--- src/rtl/uart_rxbuf_pkg.sv ---
package uart_rxbuf_pkg;
   parameter int unsigned RXB_MAX_CHAR = 8;

   typedef struct packed {
      logic [RXB_MAX_CHAR-1:0] chr;
      logic                    ferr;
      logic                    perr;
      logic                    ovr;
   } rxb_entry_t;

   // keep bits below min_w + len, clear the rest
   function automatic logic [RXB_MAX_CHAR-1:0] rxb_width_mask(input logic [1:0] len,
                                                              input int unsigned min_w);
      logic [RXB_MAX_CHAR-1:0] m;
      for (int i = 0; i < RXB_MAX_CHAR; i++)
         m[i] = (i < (min_w + int'(len)));
      return m;
   endfunction
endpackage

--- src/rtl/rxbuf_stage.sv ---
module rxbuf_stage
   import uart_rxbuf_pkg::*;
#(
   parameter int unsigned MIN_CHAR_W = 5
)(
   input  logic                    clk,
   input  logic                    rst_n,
   input  logic                    rx_en,
   input  logic [1:0]              char_len,
   input  logic                    par_check_en,
   input  logic                    frame_done,
   input  logic [RXB_MAX_CHAR-1:0] frame_char,
   input  logic                    frame_stop_err,
   input  logic                    frame_par_err,
   input  logic                    start_seen,
   input  logic                    fifo_full,
   input  logic                    fifo_pop,
   output logic                    push,
   output rxb_entry_t              push_entry
);
   logic                    hold_vld;
   logic [RXB_MAX_CHAR-1:0] hold_chr;
   logic                    hold_ferr;
   logic                    hold_perr;
   logic                    ovr_pend;
   logic                    space;
   logic                    lose;

   assign space = !fifo_full || fifo_pop;
   assign push  = rx_en && hold_vld && space;
   assign lose  = rx_en && start_seen && hold_vld && !space && !frame_done;

   always_ff @(posedge clk or negedge rst_n) begin
      if (!rst_n) begin
         hold_vld  <= 1'b0;
         hold_chr  <= '0;
         hold_ferr <= 1'b0;
         hold_perr <= 1'b0;
         ovr_pend  <= 1'b0;
      end else if (!rx_en) begin
         hold_vld <= 1'b0;
         ovr_pend <= 1'b0;
      end else begin
         if (frame_done) begin
            hold_vld  <= 1'b1;
            hold_chr  <= frame_char & rxb_width_mask(char_len, MIN_CHAR_W);
            hold_ferr <= frame_stop_err;
            hold_perr <= frame_par_err && par_check_en;
         end else if (push || lose) begin
            hold_vld <= 1'b0;
         end
         if (lose)
            ovr_pend <= 1'b1;
         else if (push)
            ovr_pend <= 1'b0;
      end
   end

   assign push_entry = '{chr: hold_chr, ferr: hold_ferr, perr: hold_perr, ovr: ovr_pend};

   AST_PAR_GATED: assert property (@(posedge clk) disable iff (!rst_n)
      (rx_en && frame_done && !par_check_en) |=> !hold_perr);
   AST_NARROW_CHAR: assert property (@(posedge clk) disable iff (!rst_n)
      (rx_en && frame_done && char_len == 2'd0) |=> (hold_chr[RXB_MAX_CHAR-1:MIN_CHAR_W] == '0));
   AST_LOSS_FLAGGED: assert property (@(posedge clk) disable iff (!rst_n)
      (rx_en && start_seen && hold_vld && fifo_full && !fifo_pop && !frame_done) |=> (ovr_pend && !hold_vld));
   AST_LOSS_CLEARED: assert property (@(posedge clk) disable iff (!rst_n)
      (push && !lose) |=> !ovr_pend);
endmodule

--- src/rtl/rxbuf_fifo.sv ---
module rxbuf_fifo
   import uart_rxbuf_pkg::*;
#(
   parameter int unsigned DEPTH = 2
)(
   input  logic       clk,
   input  logic       rst_n,
   input  logic       flush,
   input  logic       push,
   input  rxb_entry_t push_entry,
   input  logic       pop,
   output logic       full,
   output logic       nonempty,
   output rxb_entry_t head
);
   localparam int unsigned PTR_W = (DEPTH > 1) ? $clog2(DEPTH) : 1;
   localparam int unsigned CNT_W = $clog2(DEPTH + 1);
   localparam logic [PTR_W-1:0] LAST = PTR_W'(DEPTH - 1);
   localparam logic [CNT_W-1:0] FULL_CNT = CNT_W'(DEPTH);

   logic [PTR_W-1:0] wr_ptr, rd_ptr;
   logic [CNT_W-1:0] count;
   rxb_entry_t       slot_q [DEPTH];

   generate
      if (DEPTH < 2) begin : g_bad_depth
         $error("rxbuf_fifo: DEPTH must be at least 2");
      end
      for (genvar g = 0; g < DEPTH; g++) begin : g_slot
         rxb_entry_t ent;
         always_ff @(posedge clk or negedge rst_n) begin
            if (!rst_n)
               ent <= '0;
            else if (push && !flush && wr_ptr == PTR_W'(g))
               ent <= push_entry;
         end
         assign slot_q[g] = ent;
      end
   endgenerate

   always_ff @(posedge clk or negedge rst_n) begin
      if (!rst_n) begin
         wr_ptr <= '0;
         rd_ptr <= '0;
         count  <= '0;
      end else if (flush) begin
         wr_ptr <= '0;
         rd_ptr <= '0;
         count  <= '0;
      end else begin
         if (push)
            wr_ptr <= (wr_ptr == LAST) ? '0 : wr_ptr + 1'b1;
         if (pop)
            rd_ptr <= (rd_ptr == LAST) ? '0 : rd_ptr + 1'b1;
         case ({push, pop})
            2'b10:   count <= count + 1'b1;
            2'b01:   count <= count - 1'b1;
            default: count <= count;
         endcase
      end
   end

   assign full     = (count == FULL_CNT);
   assign nonempty = (count != '0);
   assign head     = nonempty ? slot_q[rd_ptr] : '0;

   AST_NO_OVERFLOW: assert property (@(posedge clk) disable iff (!rst_n)
      (push && !pop && !flush) |-> !full);
   AST_NO_UNDERFLOW: assert property (@(posedge clk) disable iff (!rst_n)
      pop |-> nonempty);
   AST_FLUSH_EMPTY: assert property (@(posedge clk) disable iff (!rst_n)
      flush |=> !nonempty);
endmodule

--- src/rtl/uart_rxbuf.sv ---
module uart_rxbuf
   import uart_rxbuf_pkg::*;
#(
   parameter int unsigned DEPTH      = 2,
   parameter int unsigned MIN_CHAR_W = 5
)(
   input  logic                    clk,
   input  logic                    rst_n,
   input  logic                    rx_en,
   input  logic [1:0]              char_len,
   input  logic                    par_check_en,
   input  logic                    frame_done,
   input  logic [RXB_MAX_CHAR-1:0] frame_char,
   input  logic                    frame_stop_err,
   input  logic                    frame_par_err,
   input  logic                    start_seen,
   input  logic                    rd_data,
   input  logic                    st_wr,
   input  logic [2:0]              st_wdata,
   output logic [RXB_MAX_CHAR-1:0] rd_dout,
   output logic                    st_frame_err,
   output logic                    st_par_err,
   output logic                    st_overrun,
   output logic                    rx_avail
);
   generate
      if (MIN_CHAR_W + 3 != RXB_MAX_CHAR) begin : g_bad_width
         $error("uart_rxbuf: MIN_CHAR_W + 3 must equal the stored character width");
      end
   endgenerate

   logic       push, pop, full, nonempty;
   rxb_entry_t push_entry, head;

   assign pop = rx_en && rd_data && nonempty;

   rxbuf_stage #(.MIN_CHAR_W(MIN_CHAR_W)) u_stage (
      .clk           (clk),
      .rst_n         (rst_n),
      .rx_en         (rx_en),
      .char_len      (char_len),
      .par_check_en  (par_check_en),
      .frame_done    (frame_done),
      .frame_char    (frame_char),
      .frame_stop_err(frame_stop_err),
      .frame_par_err (frame_par_err),
      .start_seen    (start_seen),
      .fifo_full     (full),
      .fifo_pop      (pop),
      .push          (push),
      .push_entry    (push_entry)
   );

   rxbuf_fifo #(.DEPTH(DEPTH)) u_fifo (
      .clk       (clk),
      .rst_n     (rst_n),
      .flush     (!rx_en),
      .push      (push),
      .push_entry(push_entry),
      .pop       (pop),
      .full      (full),
      .nonempty  (nonempty),
      .head      (head)
   );

   assign rd_dout      = head.chr;
   assign st_frame_err = head.ferr;
   assign st_par_err   = head.perr;
   assign st_overrun   = head.ovr;
   assign rx_avail     = nonempty;

   AST_STATUS_WRITE_IGNORED: assert property (@(posedge clk) disable iff (!rst_n)
      (st_wr && st_wdata != 3'b000 && rx_en && rx_avail && !rd_data)
      |=> $stable({st_frame_err, st_par_err, st_overrun, rd_dout}));
   AST_FLUSH_CLEARS_AVAIL: assert property (@(posedge clk) disable iff (!rst_n)
      !rx_en |=> !rx_avail);
   AST_AVAIL_FROM_PUSH: assert property (@(posedge clk) disable iff (!rst_n)
      $rose(rx_avail) |-> $past(push));
   AST_EMPTY_ZERO: assert property (@(posedge clk) disable iff (!rst_n)
      !rx_avail |-> (rd_dout == '0 && !st_frame_err && !st_par_err && !st_overrun));
endmodule

--- config.mk ---
export PLATFORM = sky130hd
export DESIGN_NAME = uart_rxbuf
export DESIGN_NICKNAME = d
export VERILOG_FILES = /design/src/rtl/uart_rxbuf_pkg.sv /design/src/rtl/rxbuf_stage.sv /design/src/rtl/rxbuf_fifo.sv /design/src/rtl/uart_rxbuf.sv
export SDC_FILE = /design/constraint.sdc
export NUM_CORES = 1
export LEC_CHECK = 0
export CAP_MARGIN = 40
export CORE_MARGIN = 2
export CORE_UTILIZATION = 45
export CTS_BUF_LIST = sky130_fd_sc_hd__clkbuf_16
export DETAILED_ROUTE_END_ITERATION = 16
export DONT_BUFFER_PORTS = 1
export PLACE_DENSITY = 0.65
export SLEW_MARGIN = 10
export SYNTH_ARGS = -nofsm -noshare
export SYNTH_HDL_FRONTEND = slang
export SYNTH_SLANG_ARGS = --single-unit
--- constraint.sdc ---
create_clock -name clk -period 3.6 [get_ports clk]
set_input_delay 0.36 -clock clk [delete_from_list [all_inputs] [get_ports clk]]
set_output_delay 0.36 -clock clk [all_outputs]
set_load 0.01 [all_outputs]
Word level (Yosys, flattened, before mapping)
Cells that the tools add are included.
{"block": "totals", "n_memories": 0, "latch_bits": 0, "wordCells": 78, "ff_bits": 38, "mem_bits_ro": 0, "mem_bits_rw": 0, "inputBits": 23, "output_inout_bits": 12}
{"block": "op_classes", "n_shift": 0, "n_reduce_logical": 19, "n_bitwise": 3, "n_div": 0, "n_mux": 18, "order_cmp": 9, "addsub": 5, "multipliers": 0, "eq_ne": 8}
{"op": "$lt A3 B32 Y1 const A", "count": 4}
{"op": "$lt A1 B32 Y1 const A", "count": 2}
{"op": "$lt A2 B32 Y1 const A", "count": 2}
{"op": "$mux W11", "count": 4}
{"op": "$logic_and A1 B1 Y1", "count": 12}
{"op": "$mux W1", "count": 12}
{"op": "$ne A3 B1 Y1 const B", "count": 3}
{"op": "$and A8 B8 Y8", "count": 1}
{"op": "$add A3 B2 Y4 const A", "count": 1}
{"op": "$eq A2 B2 Y1 const B", "count": 2}
{"op": "$ne A2 B1 Y1 const B", "count": 2}
{"op": "$pmux W2 S2", "count": 1}
{"op": "$logic_not A1 Y1", "count": 3}
{"op": "$add A1 B1 Y1 const B", "count": 2}
{"op": "$add A2 B1 Y2 const B", "count": 1}
{"op": "$eq A2 B1 Y1 const B", "count": 1}
{"op": "$ge A2 B2 Y1 const B", "count": 1}
{"op": "$logic_or A1 B1 Y1", "count": 2}
{"op": "$mux W2", "count": 1}
{"op": "$not A1 Y2", "count": 1}
{"op": "$reduce_and A2 Y1", "count": 1}
{"op": "$reduce_bool A2 Y1", "count": 1}
{"op": "$sub A2 B1 Y2 const B", "count": 1}
{"op": "$not A1 Y1", "count": 1}

Depth between registers and ports, before layout
{"block": "logic_depth", "word_depth": 10, "mapped_depth": 5, "ltp_nobuf": 3}

Modules after synthesis
A second synthesis with hierarchy kept.
{"block": "unflattened", "hier_cells": 133, "hier_area_um2": 1745.4}
{"mod": "rxbuf_fifo", "area_each_um2": 1204.9, "instances": 1, "cells_per_inst": 92}
{"mod": "rxbuf_stage", "area_each_um2": 530.5, "instances": 1, "cells_per_inst": 39}
{"mod": "uart_rxbuf", "area_each_um2": 10.0, "instances": 1, "cells_per_inst": 2}

Least setup slack after synthesis
OpenSTA, ideal clock, no wires.
{"block": "synth_timing", "path_type": "reg2reg", "from": "register u_fifo.count[1]", "to": "register u_fifo.g_slot[0].ent[0] in the netlist's numbering", "path_buffers": 1, "setup_slack_ps": 2156, "period_less_slack_ps": 1444, "t_arrival_ps": 1319, "path_stages_with_launch": 5, "setup_ps": 125, "path_cell_list": "dfrtp_1 -> nor3b_4 -> nor3_2 -> buf_6 -> mux2_4"}
{"block": "synth_between", "elab_chain_len": 6, "elab_cells_between_ends": 8, "cone_classes": "eq/ne (1); reduce/logical (7)"}
{"element": "from (decl)", "line": "rxbuf_fifo.sv:22", "rtl": "logic [CNT_W-1:0] count;"}
{"element": "from (signal assigned)", "line": "rxbuf_fifo.sv:56", "rtl": "2'b10: count <= count + 1'b1;"}
{"element": "from (signal assigned)", "line": "rxbuf_fifo.sv:57", "rtl": "2'b01: count <= count - 1'b1;"}
{"element": "from (signal assigned)", "line": "rxbuf_fifo.sv:58", "rtl": "default: count <= count;"}
{"element": "$eq A2 B2 Y1 or $reduce_bool A2 Y1 (tied branches)", "line": "rxbuf_fifo.sv:63, rxbuf_fifo.sv:64"}
{"element": "$logic_not A1 Y1 or $logic_and A1 B1 Y1 (tied branches)", "line": "rxbuf_stage.sv:29, uart_rxbuf.sv:35"}
{"element": "$logic_or A1 B1 Y1 (*)", "line": "rxbuf_stage.sv:29", "rtl": "assign space = !fifo_full || fifo_pop;"}
{"element": "$logic_and A1 B1 Y1 (*)", "line": "rxbuf_stage.sv:30", "rtl": "assign push = rx_en && hold_vld && space;"}
{"element": "$logic_and A1 B1 Y1 (*) (2 in series)", "line": "rxbuf_fifo.sv:34", "rtl": "else if (push && !flush && wr_ptr == PTR_W'(g))"}
{"element": "to (signal assigned)", "line": "rxbuf_fifo.sv:35", "rtl": "ent <= push_entry;"}
{"element": "to (decl)", "line": "rxbuf_fifo.sv:30", "rtl": "rxb_entry_t ent;"}
Every way passes the cells marked *; elsewhere a longest branch is shown, timed or not.
A chain may end at the register's enable or synchronous reset.

Worst setup path in the final report
{"block": "layout_timing", "from": "register u_fifo.rd_ptr", "to": "output rd_dout[6]"}
{"block": "layout_between", "elab_chain_len": 5}
{"element": "from (decl)", "line": "rxbuf_fifo.sv:21", "rtl": "logic [PTR_W-1:0] wr_ptr, rd_ptr;"}
{"element": "from (signal assigned)", "line": "rxbuf_fifo.sv:54", "rtl": "rd_ptr <= (rd_ptr == LAST) ? '0 : rd_ptr + 1'b1;"}
{"element": "$not A1 Y2 (implied by the code)", "line": "rxbuf_fifo.sv:65", "rtl": "assign head = nonempty ? slot_q[rd_ptr] : '0;"}
{"element": "$mux W11 (implied by the code) (3 in series)", "line": "rxbuf_fifo.sv:65"}
{"element": "$mux W11", "line": "rxbuf_fifo.sv:65"}
{"element": "to (decl)", "line": "uart_rxbuf.sv:20", "rtl": "output logic [RXB_MAX_CHAR-1:0] rd_dout,"}
Every way passes these cells. The select of a mux whose other input is x is not followed.

==> results.md <==
- Outcome: complete, no violations
- RSZ-0062 raised after global routing: no
- Post-synth top area share: 0.5382
- Core Area: 3716 um2
- FF+latch count, synth: 38
- Share of layout cells above drive strength 1: 0.2958
- Clk pwr share: 0.399
- Die height: 66.66 um
- Min Tclk post-route: 1.824 ns
- Nets: 164
- Post-route design area: 2002 um2
- Syn Std Cell Area: 1767 um2
- Vias in the first global route: 1,042
- CP required: 3.24 ns
- Hold-fix buffers at CTS: 2
- Largest net degree at the start of global routing: 39
- Synth Instances: 135
- GP Congestion: 0.7631
- Clock-pin transition on the worst setup and hold timing paths: 0.06 ns
- DIE AREA: 4443 um2
- Worst R2R End: u_fifo.g_slot[1].ent[1]
- Post-detailed-route wirelength per cell: 17.06 um
- R2R cell count: 4
- Starting DRT DRC Count: 105
- Synth area leaders: dfrtp_1 54%, mux2_4 16%, mux2i_1 6.2%
- Critical path depth: 2
- VDD IR max: 0.2780 mV
- Pwr Density: 604.2 nW/um2
- Initial antenna violation count: 0
- Hold slack: 0.2193 ns
- Top delay family on crit path: flip-flops
- Wirelength, routed: 3241 um
- Switch share: 0.2259
- Hold endpoint: u_stage.hold_chr[6]
- Maxcap violations: 0
- Register area share after synthesis: 0.5382
- Clk_lat worst skew: 0.28 ns
- Buf+Inv Stages, Crit Path: 0
- Setup TNS: 0 ns
- Worst r2r src: u_fifo.count[1]
- CP Data Arrival Time: 1.46 ns
- ANT nets after route: 0
- Num CTS Buffers: 5
- WS Path Type: flip-flop to output pin
- R2R Setup Slk: 1.82 ns
- Gate power share: 0.139
- Design Power: 1.210 mW
- Site row count: 22
- Vias: 1,043
- Worst path cell trace: mux2i_1 -> nor2_1
- Clk sink count: 38
- Clk buf depth: 2
- CTS tree: built
- Detailed Routing Iterations Pass 1: 4
- Final-report max-slew violation count: 0
- Ant diodes: 0
- Post-CTS Setup Inserts: 0
- GRT Resource Usage Total: 0.1693
- Yosys synthesis warning count: 0
- Setup-violating endpoint count in the final report: 0
- H-Tree Depth: 2
- Initial Util: 0.4754
- Sw Pwr: 273.2 uW
- Skew final: 0.005061 ns
- Fmax: 548.3 MHz
- Vias per inst: 5.489
- HP Start: char_len[1]
- Worst Tran Pin Value: 0.6958 ns
- Worst Setup End Kind: output pin
- Post-CTS resize count: 0
- Reg power frac: 0.462
- Final hold viol count: 0
- Internal power: 936.3 uW
- CP startpoint kind: flip-flop
- Rel. slew slack: 0.5361
- Slowest cell on crit path: dfrtp_1
- Final core utilization: 0.5387
- Post-synthesis net count: 158
- IO Count: 35
- Max Fanout on Critical Path: 12
- Post-Place Cell Area: 1809 um2
- Syn Area/Cell: 13.09 um2
- Number of buffers added on ports: 0
- Die span in x: 66.66 um
- Final HPWL DP: 2182 um
- GRT overflow: 0
- Type of the tightest min-delay check: input port to flip-flop
- Hold Path Stages: 2
- Drt drc: 0
- Leak Pwr: 0.8894 nW
- First-pass GRT wire length: 5354 um
- Netlist cell types: 27
- Period Utilization, post-route: 0.5066
- Area leader, netlist: dfrtp_1
- Largest stage delay, worst path: 0.79 ns
- Clock Tree Root: clkbuf_16
- Synthesis-to-finish area growth: 13.31%
layout make-up:
class                      instances  area, um2
fill                             340       1714
sequential                        38      950.9
multi-input combinational         88      764.5
clock buffer                       5      125.1
tap                               48      60.06
timing repair buffer               5      52.55
clock inverter                     3      37.54
inverter                           3      11.26
per-stage QoR:
step / cells / setup slack, ns
2_1_floorplan: 135 / 2.156
3_3_place_gp: 179 / 1.806
3_5_place_dp: 180 / 1.821
4_1_cts: 190 / 1.729
5_1_grt: 190 / 1.675
6_report: 190 / 1.776
synthesized netlist by cell type:
library cell,count
nor2b_1,1
nor2_1,15
nor3_2,1
clkbuf_2,1
o21bai_1,1
buf_6,2
and2b_2,1
dfrtp_1,38
mux2i_1,11
inv_1,3
clkbuf_1,2
mux2_4,19
a221oi_1,1
nor3b_2,1
nor3b_4,1
a31oi_1,2
nand3_1,1
a21oi_1,3
nor3b_1,1
mux2_2,9
nand3b_1,2
buf_2,1
nand2b_1,1
nor3_1,1
o21ai_0,6
nand2_1,9
xor2_1,1
registers in the layout (all words and copies together) (netlist names):
| signal | cells |
|---|---|
| u_fifo.wr_ptr | 1 |
| u_stage.hold_ferr | 1 |
| u_stage.hold_perr | 1 |
| u_stage.hold_chr | 8 |
| u_fifo.g_slot.ent | 22 |
| u_fifo.rd_ptr | 1 |
| u_fifo.count | 2 |
| u_stage.hold_vld | 1 |
| u_stage.ovr_pend | 1 |
power by group through the flow:
stage	registers [mW]	clock network [mW]	logic, mW
floorplan	0.545	0	0.146
global placement	0.558	0	0.152
detailed placement	0.566	0	0.159
CTS	0.560	0.492	0.172
global route	0.571	0.512	0.186
finish	0.559	0.482	0.168
layout by cell type (no fill, tap or decap):
cell / synthesis / routed
a31oi_1: 2 / 2
nor3b_2: 1 / 1
dlygate4sd3_1: 0 / 1
nor2b_1: 1 / 1
clkbuf_16: 0 / 5
mux2i_1: 11 / 11
dfrtp_1: 38 / 38
nor3_1: 1 / 1
mux2_2: 9 / 9
mux2_4: 19 / 19
and2b_2: 1 / 1
nor2_1: 15 / 15
o21ai_0: 6 / 6
xor2_1: 1 / 1
nor3b_4: 1 / 1
nand3_1: 1 / 1
a21oi_1: 3 / 3
nand2b_1: 1 / 1
buf_12: 0 / 1
inv_1: 3 / 5
o21bai_1: 1 / 1
nand2_1: 9 / 9
a221oi_1: 1 / 1
buf_4: 0 / 3
nor3b_1: 1 / 1
nand3b_1: 2 / 2
nor3_2: 1 / 1
bufinv_16: 0 / 1
worst max-delay path by stage:
| stage | from | to | slack (ns) |
|---|---|---|---|
| finish | u_fifo.rd_ptr | rd_dout[6] | 1.78 |
| global route | u_fifo.rd_ptr | rd_dout[6] | 1.67 |
| CTS | u_fifo.rd_ptr | rd_dout[6] | 1.73 |
| detailed placement | u_fifo.count[1] | u_fifo.g_slot[1].ent[1] | 1.82 |
| global placement | u_fifo.count[0] | rd_dout[5] | 1.81 |
| floorplan | u_fifo.count[1] | u_fifo.g_slot[0].ent[0] | 2.16 |
cell families (layout without fill, tap and decap cells):
group	count (synthesis)	count (layout)	share of synthesized area
mux	39	39	0.2812
flops	38	38	0.5382
simple gates	35	35	0.1048
compound gates	13	13	0.04178
buf+inv	9	16	0.02903
xor+xnor	1	1	0.004958
worst reg2reg max path, stage by stage (launching register included):
cell,delay (ns)
dfrtp_1,0.45
nor3b_4,0.20
nor3b_2,0.40
buf_4,0.29
mux2_4,0.32
metal layers:
metal / track usage / wire (um)
met1: 0.2142 / 1418
met2: 0.2688 / 1585
met3: 0.04730 / 176
met4: 0.07653 / 61
met5: 0 / 0
Note: power is estimated with default switching activity, not from simulation.
